$ cat src/rtl/ep0_seq_pkg.sv
package ep0_seq_pkg;

    localparam int LEN_W       = 16;
    localparam int ADDR_W      = 7;
    localparam int SETUP_BYTES = 8;
    localparam logic [7:0] REQ_SET_ADDRESS = 8'h05;

    typedef enum logic [1:0] {
        PH_IDLE  = 2'd0,
        PH_SETUP = 2'd1,
        PH_IN    = 2'd2,
        PH_OUT   = 2'd3
    } phase_e;

    typedef struct packed {
        logic              to_host;
        logic [1:0]        kind;
        logic [4:0]        target;
        logic [7:0]        code;
        logic [ADDR_W-1:0] new_addr;
        logic [LEN_W-1:0]  length;
    } setup_req_t;

    function automatic logic [LEN_W-1:0] len_min(input logic [LEN_W-1:0] a,
                                                 input logic [LEN_W-1:0] b);
        return (a < b) ? a : b;
    endfunction

endpackage

$ cat src/rtl/ep0_setup_capture.sv
module ep0_setup_capture
    import ep0_seq_pkg::*;
(
    input  logic       clk,
    input  logic       rst,
    input  logic       start,
    input  logic       byte_vld,
    input  logic [7:0] byte_in,
    output setup_req_t req,
    output logic       req_vld
);
    localparam int IDX_W = $clog2(SETUP_BYTES);
    localparam logic [IDX_W-1:0] LAST_IDX = IDX_W'(SETUP_BYTES - 1);

    logic [IDX_W-1:0]  idx_q;
    logic [7:0]        type_q;
    logic [7:0]        code_q;
    logic [ADDR_W-1:0] addr_q;
    logic [7:0]        len_lo_q;
    logic [7:0]        len_hi_q;

    always_ff @(posedge clk) begin
        if (rst) begin
            idx_q   <= '0;
            req_vld <= 1'b0;
        end else begin
            req_vld <= 1'b0;
            if (start) begin
                idx_q <= '0;
            end else if (byte_vld) begin
                idx_q <= idx_q + IDX_W'(1);
                if (idx_q == LAST_IDX)
                    req_vld <= 1'b1;
            end
        end
    end

    // Only the bytes the sequencer decodes are kept.
    always_ff @(posedge clk) begin
        if (byte_vld && !start) begin
            case (idx_q)
                IDX_W'(0): type_q   <= byte_in;
                IDX_W'(1): code_q   <= byte_in;
                IDX_W'(2): addr_q   <= byte_in[ADDR_W-1:0];
                IDX_W'(6): len_lo_q <= byte_in;
                IDX_W'(7): len_hi_q <= byte_in;
                default: ;
            endcase
        end
    end

    always_comb begin
        req.to_host  = type_q[7];
        req.kind     = type_q[6:5];
        req.target   = type_q[4:0];
        req.code     = code_q;
        req.new_addr = addr_q;
        req.length   = {len_hi_q, len_lo_q};
    end

endmodule

$ cat src/rtl/ep0_phase_fsm.sv
module ep0_phase_fsm
    import ep0_seq_pkg::*;
#(
    parameter int PKT_MAX = 8,
    parameter int CW      = $clog2(PKT_MAX + 1)
) (
    input  logic              clk,
    input  logic              rst,
    input  logic              setup_start,
    input  logic              req_vld,
    input  setup_req_t        req,
    input  logic              in_token,
    input  logic [LEN_W-1:0]  src_avail,
    input  logic              out_pkt,
    input  logic [CW-1:0]     out_len,
    output phase_e            phase,
    output logic              tx_valid,
    output logic              pkt_end,
    output logic [CW-1:0]     pkt_len,
    output logic              xfer_done,
    output logic              xfer_abort,
    output logic              stall,
    output logic              addr_load,
    output logic [ADDR_W-1:0] addr_val
);
    localparam logic [CW-1:0]    FULL_PKT = CW'(PKT_MAX);
    localparam logic [LEN_W-1:0] FULL_LEN = LEN_W'(PKT_MAX);

    phase_e           phase_q;
    logic [LEN_W-1:0] goal_q;
    logic [LEN_W-1:0] budget_q;
    logic [LEN_W-1:0] count_q;
    logic             busy_q;
    logic [CW-1:0]    beat_q;
    logic [CW-1:0]    blen_q;

    logic [LEN_W-1:0] remain;
    logic [CW-1:0]    next_blen;
    logic [LEN_W-1:0] in_total;
    logic             in_last;
    logic [LEN_W-1:0] out_total;
    logic             out_last;
    logic             is_set_addr;

    always_comb begin
        remain      = (budget_q > count_q) ? (budget_q - count_q) : '0;
        next_blen   = (remain >= FULL_LEN) ? FULL_PKT : CW'(remain);
        in_total    = count_q + LEN_W'(blen_q);
        in_last     = (blen_q < FULL_PKT) || (in_total == goal_q);
        out_total   = count_q + LEN_W'(out_len);
        out_last    = (out_len < FULL_PKT) || (out_total >= goal_q);
        is_set_addr = (req.kind == 2'd0) && (req.target == 5'd0) && !req.to_host
                      && (req.code == REQ_SET_ADDRESS);
    end

    always_ff @(posedge clk) begin
        if (rst) begin
            phase_q    <= PH_IDLE;
            goal_q     <= '0;
            budget_q   <= '0;
            count_q    <= '0;
            busy_q     <= 1'b0;
            beat_q     <= '0;
            blen_q     <= '0;
            pkt_end    <= 1'b0;
            pkt_len    <= '0;
            xfer_done  <= 1'b0;
            xfer_abort <= 1'b0;
            stall      <= 1'b0;
            addr_load  <= 1'b0;
            addr_val   <= '0;
        end else begin
            pkt_end    <= 1'b0;
            xfer_done  <= 1'b0;
            xfer_abort <= 1'b0;
            addr_load  <= 1'b0;
            if (setup_start) begin
                xfer_abort <= (phase_q == PH_IN) || (phase_q == PH_OUT);
                phase_q    <= PH_SETUP;
                stall      <= 1'b0;
                busy_q     <= 1'b0;
                count_q    <= '0;
            end else begin
                unique case (phase_q)
                    PH_SETUP: begin
                        if (req_vld) begin
                            goal_q   <= req.length;
                            budget_q <= len_min(req.length, src_avail);
                            count_q  <= '0;
                            if (req.kind != 2'd0) begin
                                stall   <= 1'b1;
                                phase_q <= PH_IDLE;
                            end else begin
                                if (is_set_addr) begin
                                    addr_load <= 1'b1;
                                    addr_val  <= req.new_addr;
                                end
                                if (req.length == '0)
                                    phase_q <= PH_IDLE;
                                else if (req.to_host)
                                    phase_q <= PH_IN;
                                else
                                    phase_q <= PH_OUT;
                            end
                        end
                    end
                    PH_IN: begin
                        if (busy_q) begin
                            if (beat_q == blen_q) begin
                                busy_q  <= 1'b0;
                                pkt_end <= 1'b1;
                                pkt_len <= blen_q;
                                count_q <= in_total;
                                if (in_last) begin
                                    phase_q   <= PH_IDLE;
                                    xfer_done <= 1'b1;
                                end
                            end else begin
                                beat_q <= beat_q + CW'(1);
                            end
                        end else if (in_token) begin
                            busy_q <= 1'b1;
                            beat_q <= '0;
                            blen_q <= next_blen;
                        end
                    end
                    PH_OUT: begin
                        if (out_pkt) begin
                            count_q <= out_total;
                            if (out_last) begin
                                phase_q   <= PH_IDLE;
                                xfer_done <= 1'b1;
                            end
                        end
                    end
                    default: ;
                endcase
            end
        end
    end

    assign phase    = phase_q;
    assign tx_valid = (phase_q == PH_IN) && busy_q && (beat_q < blen_q);

endmodule

$ cat src/rtl/ep0_addr_latch.sv
module ep0_addr_latch
    import ep0_seq_pkg::*;
(
    input  logic              clk,
    input  logic              rst,
    input  logic              setup_start,
    input  logic              load,
    input  logic [ADDR_W-1:0] load_addr,
    input  logic              status_done,
    output logic [ADDR_W-1:0] dev_addr,
    output logic              addressed
);
    logic              pend_q;
    logic [ADDR_W-1:0] pend_addr_q;

    always_ff @(posedge clk) begin
        if (rst) begin
            pend_q      <= 1'b0;
            pend_addr_q <= '0;
            dev_addr    <= '0;
            addressed   <= 1'b0;
        end else if (setup_start) begin
            pend_q <= 1'b0;
        end else if (load) begin
            pend_q      <= 1'b1;
            pend_addr_q <= load_addr;
        end else if (status_done && pend_q) begin
            pend_q    <= 1'b0;
            dev_addr  <= pend_addr_q;
            addressed <= |pend_addr_q;
        end
    end

endmodule

$ cat src/rtl/ep0_phase_seq.sv
module ep0_phase_seq
    import ep0_seq_pkg::*;
#(
    parameter int PKT_MAX = 8
) (
    input  logic                             clk,
    input  logic                             rst,
    input  logic                             setup_start,
    input  logic                             setup_vld,
    input  logic [7:0]                       setup_byte,
    input  logic                             in_token,
    input  logic [LEN_W-1:0]                 src_avail,
    input  logic [7:0]                       src_data,
    output logic                             src_rd,
    output logic                             tx_valid,
    output logic [7:0]                       tx_data,
    output logic                             pkt_end,
    output logic [$clog2(PKT_MAX+1)-1:0]     pkt_len,
    input  logic                             out_pkt,
    input  logic [$clog2(PKT_MAX+1)-1:0]     out_len,
    input  logic                             status_done,
    output logic [1:0]                       phase,
    output logic                             stall,
    output logic                             xfer_done,
    output logic                             xfer_abort,
    output logic [ADDR_W-1:0]                dev_addr,
    output logic                             addressed
);
    localparam int CW = $clog2(PKT_MAX + 1);

    setup_req_t        req;
    logic              req_vld;
    phase_e            phase_w;
    logic              addr_load;
    logic [ADDR_W-1:0] addr_val;
    logic              tx_vld_w;

    ep0_setup_capture u_capture (
        .clk      (clk),
        .rst      (rst),
        .start    (setup_start),
        .byte_vld (setup_vld),
        .byte_in  (setup_byte),
        .req      (req),
        .req_vld  (req_vld)
    );

    ep0_phase_fsm #(.PKT_MAX(PKT_MAX), .CW(CW)) u_fsm (
        .clk         (clk),
        .rst         (rst),
        .setup_start (setup_start),
        .req_vld     (req_vld),
        .req         (req),
        .in_token    (in_token),
        .src_avail   (src_avail),
        .out_pkt     (out_pkt),
        .out_len     (out_len),
        .phase       (phase_w),
        .tx_valid    (tx_vld_w),
        .pkt_end     (pkt_end),
        .pkt_len     (pkt_len),
        .xfer_done   (xfer_done),
        .xfer_abort  (xfer_abort),
        .stall       (stall),
        .addr_load   (addr_load),
        .addr_val    (addr_val)
    );

    ep0_addr_latch u_addr (
        .clk         (clk),
        .rst         (rst),
        .setup_start (setup_start),
        .load        (addr_load),
        .load_addr   (addr_val),
        .status_done (status_done),
        .dev_addr    (dev_addr),
        .addressed   (addressed)
    );

    assign phase    = phase_w;
    assign tx_valid = tx_vld_w;
    assign src_rd   = tx_vld_w;
    assign tx_data  = src_data;

endmodule

$ cat config.mk
export PLATFORM = sky130hd
export DESIGN_NAME = ep0_phase_seq
export DESIGN_NICKNAME = d
export VERILOG_FILES = /design/src/rtl/ep0_seq_pkg.sv /design/src/rtl/ep0_setup_capture.sv /design/src/rtl/ep0_phase_fsm.sv /design/src/rtl/ep0_addr_latch.sv /design/src/rtl/ep0_phase_seq.sv
export SDC_FILE = /design/constraint.sdc
export NUM_CORES = 1
export LEC_CHECK = 0
export CAP_MARGIN = 5
export CORE_UTILIZATION = 55
export CTS_CLUSTER_DIAMETER = 100
export DETAILED_ROUTE_END_ITERATION = 8
export GPL_ROUTABILITY_DRIVEN = 0
export GPL_TIMING_DRIVEN = 0
export PLACE_DENSITY = 0.73
export SLEW_MARGIN = 20
export SYNTH_ARGS = -nofsm -noshare
export SYNTH_HDL_FRONTEND = slang
export SYNTH_HIERARCHICAL = 1
export SYNTH_SLANG_ARGS = --single-unit
$ cat constraint.sdc
create_clock -name clk -period 4.3 [get_ports clk]
set_input_delay 0.86 -clock clk [delete_from_list [all_inputs] [get_ports clk]]
set_output_delay 0.86 -clock clk [all_outputs]
set_load 0.05 [all_outputs]
==> summary.md <==
## Logic synthesis
- **sequential fraction of the synthesis area** 0.373
- **number of nets produced by synthesis** 1040
- **area share of the largest cell type after synthesis** 0.231
- **Primary FF master, synth** sky130_fd_sc_hd__dfxtp_1
- **count of cell types in the netlist** 81
- **syn avg cell area** 8.86 um2
- **cell taking the most area after synthesis** sky130_fd_sc_hd__dfxtp_1
- **Yosys warnings** 6
- **Post-synth EDFFs** 39
- **share of synthesized registers carrying an async set or reset** 0
- **ranking of synthesized cells by area** sky130_fd_sc_hd__dfxtp_1 (23%), sky130_fd_sc_hd__edfxtp_1 (14%), sky130_fd_sc_hd__ha_1 (9.9%)
- **Synth Instances** 929
- **flip-flop and latch count after synthesis** 134
- **netlist area before placement** 8230 um2

## Floorplanning
- **die outline height** 124 um
- **cell row count** 44
- **area of the core region** 14600 um2
- **total die area** 15500 um2
- **I/O pins** 71
- **Initial Util** 0.564
- **width of the chip** 124 um

## Route
- **final routed wire length divided by cell count** 18.3 um
- **first-iteration detailed-routing DRC count** 663
- **total detailed-routing wirelength** 22000 um
- **DR WL met2** 10200 um
- **via total after detailed routing** 7168
- **Vias per Instance** 5.95
- **DR DRC count** 0
- **uppermost routed layer** met4
- **ANT nets after route** 0
- **Met3 Routed Length** 1450 um
- **DRT met1 WL** 9470 um
- **number of detailed-routing iterations run before antenna repair** 5

## Timing
- **worst setup skew after layout** 0.00644 ns
- **unrepaired setup endpoints after global routing** no
- **max-slew headroom at the worst pin** 0.309
- **FMAX** 0.245 GHz
- **crit path time final** 4.09 ns
- **Setup-failing EPs final** 0
- **Final Max Tran Viols** 0
- **pin slew with the least headroom to its limit** 1.03 ns
- **fraction of the cycle the final worst path needs** 0.951
- **final-report hold violation count** 0

## Worst setup path
- **Arrival @ worst endpoint** 4.42 ns
- **Critical Path Source** out_len[0]
- **master of the slowest instance on the critical path** sky130_fd_sc_hd__clkdlybuf4s50_1
- **maximum cell stage delay along the critical path** 0.47 ns
- **critical path cell sequence** clkdlybuf4s50_1 -> ha_1 -> inv_1 -> fa_1 -> nor2b_1 -> o21ai_0 -> and2_4 -> nor3_2 -> xnor2_1 -> ha_1 -> a21o_1 -> a21o_1 -> a2111oi_4 -> o41ai_2 -> a21oi_2 -> a31oi_1 -> o32ai_1
- **Largest delay share family, worst path** compound AO/OA/AOI/OAI gates
- **worst reg2reg path depth** 15
- **CP endpoint** u_fsm/phase[1]$_SDFFE_PP0P_
- **logic depth of the worst setup path including buffers** 17
- **R2R Path End** u_fsm/phase[1]$_SDFFE_PP0P_
- **category of the worst setup path launch point** primary input
- **Worst setup EP type** register
- **maximum fanout along the worst path** 5
- **Reg2Reg Setup Slack** 0.62 ns
- **critical path buffer and inverter count** 2
- **Worst Setup Path Type** primary input to register
- **RR Startpoint** u_fsm/count_q[1]$_SDFFE_PP0P_
- **required time of the critical path** 4.63 ns

## Finish
- **count of placed standard cells in the final layout, fillers left out** 1205
- **final antenna diode count** 0
- **post-layout instance area** 9700 um2
- **area overhead of the layout relative to synthesis** 17.9%
- **fraction of layout instances using a drive strength above 1** 0.0999
- **most used cells in the layout excluding fill and tap cells** sky130_fd_sc_hd__nor2_1 (102), sky130_fd_sc_hd__dfxtp_1 (95), sky130_fd_sc_hd__nand2_1 (78)
- **Total Nets Final** 1119
- **most frequent standard cell in the layout excluding fill and tap cells** sky130_fd_sc_hd__nor2_1

## Run status
- **status** finished, final reports clean

## Clocking
- **post-CTS setup buffer count** 0
- **cts-stage hold buffer count** 0
- **clock tree from TritonCTS** built
- **TritonCTS sink count** 134
- **Inserted Clock Buffers** 17
- **Clock Pin Slew Worst Setup and Hold Paths** 0.06 ns
- **number of H-tree levels** 4
- **maximum count of clock buffers along a single path** 2
- **CTS Root Cell** sky130_fd_sc_hd__clkbuf_16
- **source-to-sink clock delay at the later pin of the worst-skew pair** 0.42 ns

## Pwr
- **standby leakage power** 3.72 nW
- **worst-case vdd ir drop** 0.000304 V
- **power density relative to cell area** 297 nW/um2
- **post-route total power** 0.00288 W

## Min path
- **worst min path class** register to register

## Place
- **cell area reported after detailed placement** 9080 um2
- **quantity of I/O buffers inserted on ports** 61
- **number of placed instances, taps included** 1174
- **detailed placement HPWL** 16900 um

## Global route
- **leftover overflow at the end of global routing** 0
- **antenna violations before repair** 0
- **vias in the first global route** 6742
- **largest net degree at the start of global routing** 17
- **GRT Total Usage** 0.288
- **wire length of the first global-routing pass** 34900 um

## Run
- **total of max-cap violations** 0

==> area by class of cell <==
cell class	count	area, um2
flip-flops and latches	134	3070
plain buffers	54	287
fillers	1209	4890
inverters	72	270
clock inverters	14	140
repair buffers	61	611
multi-input cells	668	4650
clock buffers	18	439
well taps	184	230
==> worst min path at each step <==
stage                                        startpoint  cells after the start  slack [ns]                       endpoint
after global placement     u_fsm/goal_q[3]$_SDFFE_PP0P_                      2        0.45   u_fsm/goal_q[3]$_SDFFE_PP0P_
after floorplan           u_fsm/goal_q[13]$_SDFFE_PP0P_                      2        0.44  u_fsm/goal_q[13]$_SDFFE_PP0P_
final                      u_fsm/goal_q[3]$_SDFFE_PP0P_                      2        0.46   u_fsm/goal_q[3]$_SDFFE_PP0P_
after detailed placement   u_fsm/goal_q[3]$_SDFFE_PP0P_                      2        0.45   u_fsm/goal_q[3]$_SDFFE_PP0P_
after CTS                  u_fsm/goal_q[3]$_SDFFE_PP0P_                      2        0.46   u_fsm/goal_q[3]$_SDFFE_PP0P_
after global routing      u_fsm/pkt_len[2]$_SDFFE_PP0P_                      2        0.50  u_fsm/pkt_len[2]$_SDFFE_PP0P_
==> synthesized netlist by cell type, types with 4 or more instances <==
| master | count |
|---|---|
| sky130_fd_sc_hd__a31oi_1 | 6 |
| sky130_fd_sc_hd__dfxtp_1 | 95 |
| sky130_fd_sc_hd__a211oi_1 | 9 |
| sky130_fd_sc_hd__nor4_1 | 20 |
| sky130_fd_sc_hd__o21a_1 | 8 |
| sky130_fd_sc_hd__and3_1 | 8 |
| sky130_fd_sc_hd__o22ai_1 | 5 |
| sky130_fd_sc_hd__and2_1 | 4 |
| sky130_fd_sc_hd__buf_2 | 4 |
| sky130_fd_sc_hd__o221a_2 | 16 |
| sky130_fd_sc_hd__xnor2_1 | 29 |
| sky130_fd_sc_hd__a21oi_1 | 68 |
| sky130_fd_sc_hd__a211o_1 | 4 |
| sky130_fd_sc_hd__a22oi_1 | 5 |
| sky130_fd_sc_hd__buf_4 | 11 |
| sky130_fd_sc_hd__inv_1 | 72 |
| sky130_fd_sc_hd__ha_1 | 65 |
| sky130_fd_sc_hd__nand3_1 | 15 |
| sky130_fd_sc_hd__nor2_1 | 102 |
| sky130_fd_sc_hd__o2111ai_1 | 4 |
| sky130_fd_sc_hd__nand2b_1 | 8 |
| sky130_fd_sc_hd__nor3_1 | 21 |
| sky130_fd_sc_hd__nand2_1 | 78 |
| sky130_fd_sc_hd__a2111oi_0 | 4 |
| sky130_fd_sc_hd__edfxtp_1 | 39 |
| sky130_fd_sc_hd__clkbuf_1 | 33 |
| sky130_fd_sc_hd__a21o_1 | 13 |
| sky130_fd_sc_hd__buf_6 | 5 |
| sky130_fd_sc_hd__or2_2 | 5 |
| sky130_fd_sc_hd__nand4_1 | 14 |
| sky130_fd_sc_hd__nor2b_1 | 6 |
| sky130_fd_sc_hd__xor2_1 | 11 |
| sky130_fd_sc_hd__o21ai_0 | 33 |
| sky130_fd_sc_hd__or3_1 | 5 |
| sky130_fd_sc_hd__o211ai_1 | 5 |
| sky130_fd_sc_hd__o32ai_1 | 5 |
| sky130_fd_sc_hd__mux2i_1 | 27 |
==> sequential cells by signal, indices dropped and copies added, names as in the netlist, 7 cells and up <==
name	count
u_addr/dev_addr	7
u_addr/pend_addr_q	7
u_capture/addr_q	7
u_capture/code_q	8
u_capture/len_hi_q	8
u_capture/len_lo_q	8
u_capture/type_q	8
u_fsm/addr_val	7
u_fsm/budget_q	16
u_fsm/count_q	16
u_fsm/goal_q	16
==> cells by family after synthesis <==
logic type	count (synthesis)	share of synthesized area
adders and majority gates	68	0.106
DFF	134	0.373
and+or+nand+nor	308	0.184
AOI/OAI and AO/OA	221	0.187
muxes	30	0.0369
xor gates and xnor gates	41	0.0453
buffers and inverters	127	0.0681
==> power breakdown <==
group | internal [W] | total (W) | switching [W]
registers | 0.00131 | 0.00131 | 0.00000363
clock network | 0.000825 | 0.00142 | 0.000591
logic | 0.0000653 | 0.000155 | 0.0000900
==> metrics by stage <==
stage           util  hold slack (ns)  TNS (ns)  setup WS, ns
5_1_grt        0.665            0.504         0      0.000562
6_report       0.665            0.461         0         0.212
2_1_floorplan      -            0.436         0        0.0397
3_5_place_dp   0.622            0.453     -1.47        -0.539
4_1_cts        0.662            0.462         0       0.00786
3_3_place_gp   0.622            0.447     -1.51        -0.546
==> layer usage <==
layer	vias to the layer above	track usage
met5	-	0
met4	0	0.153
met3	44	0.0576
met2	298	0.460
met1	3310	0.367
li1	3516	-
==> timing repair <==
item	CTS	global route
gates cloned	0	0
gates resized for setup	1	10
setup endpoints to repair	3	3
pin swaps	1	2
==> tightest hold or removal path, cell delays in order (launching register included) <==
cell and delay, ns:
sky130_fd_sc_hd__dfxtp_1 0.31, sky130_fd_sc_hd__nand2_1 0.05, sky130_fd_sc_hd__a21oi_1 0.05
Note: power is estimated with default switching activity, not from simulation.
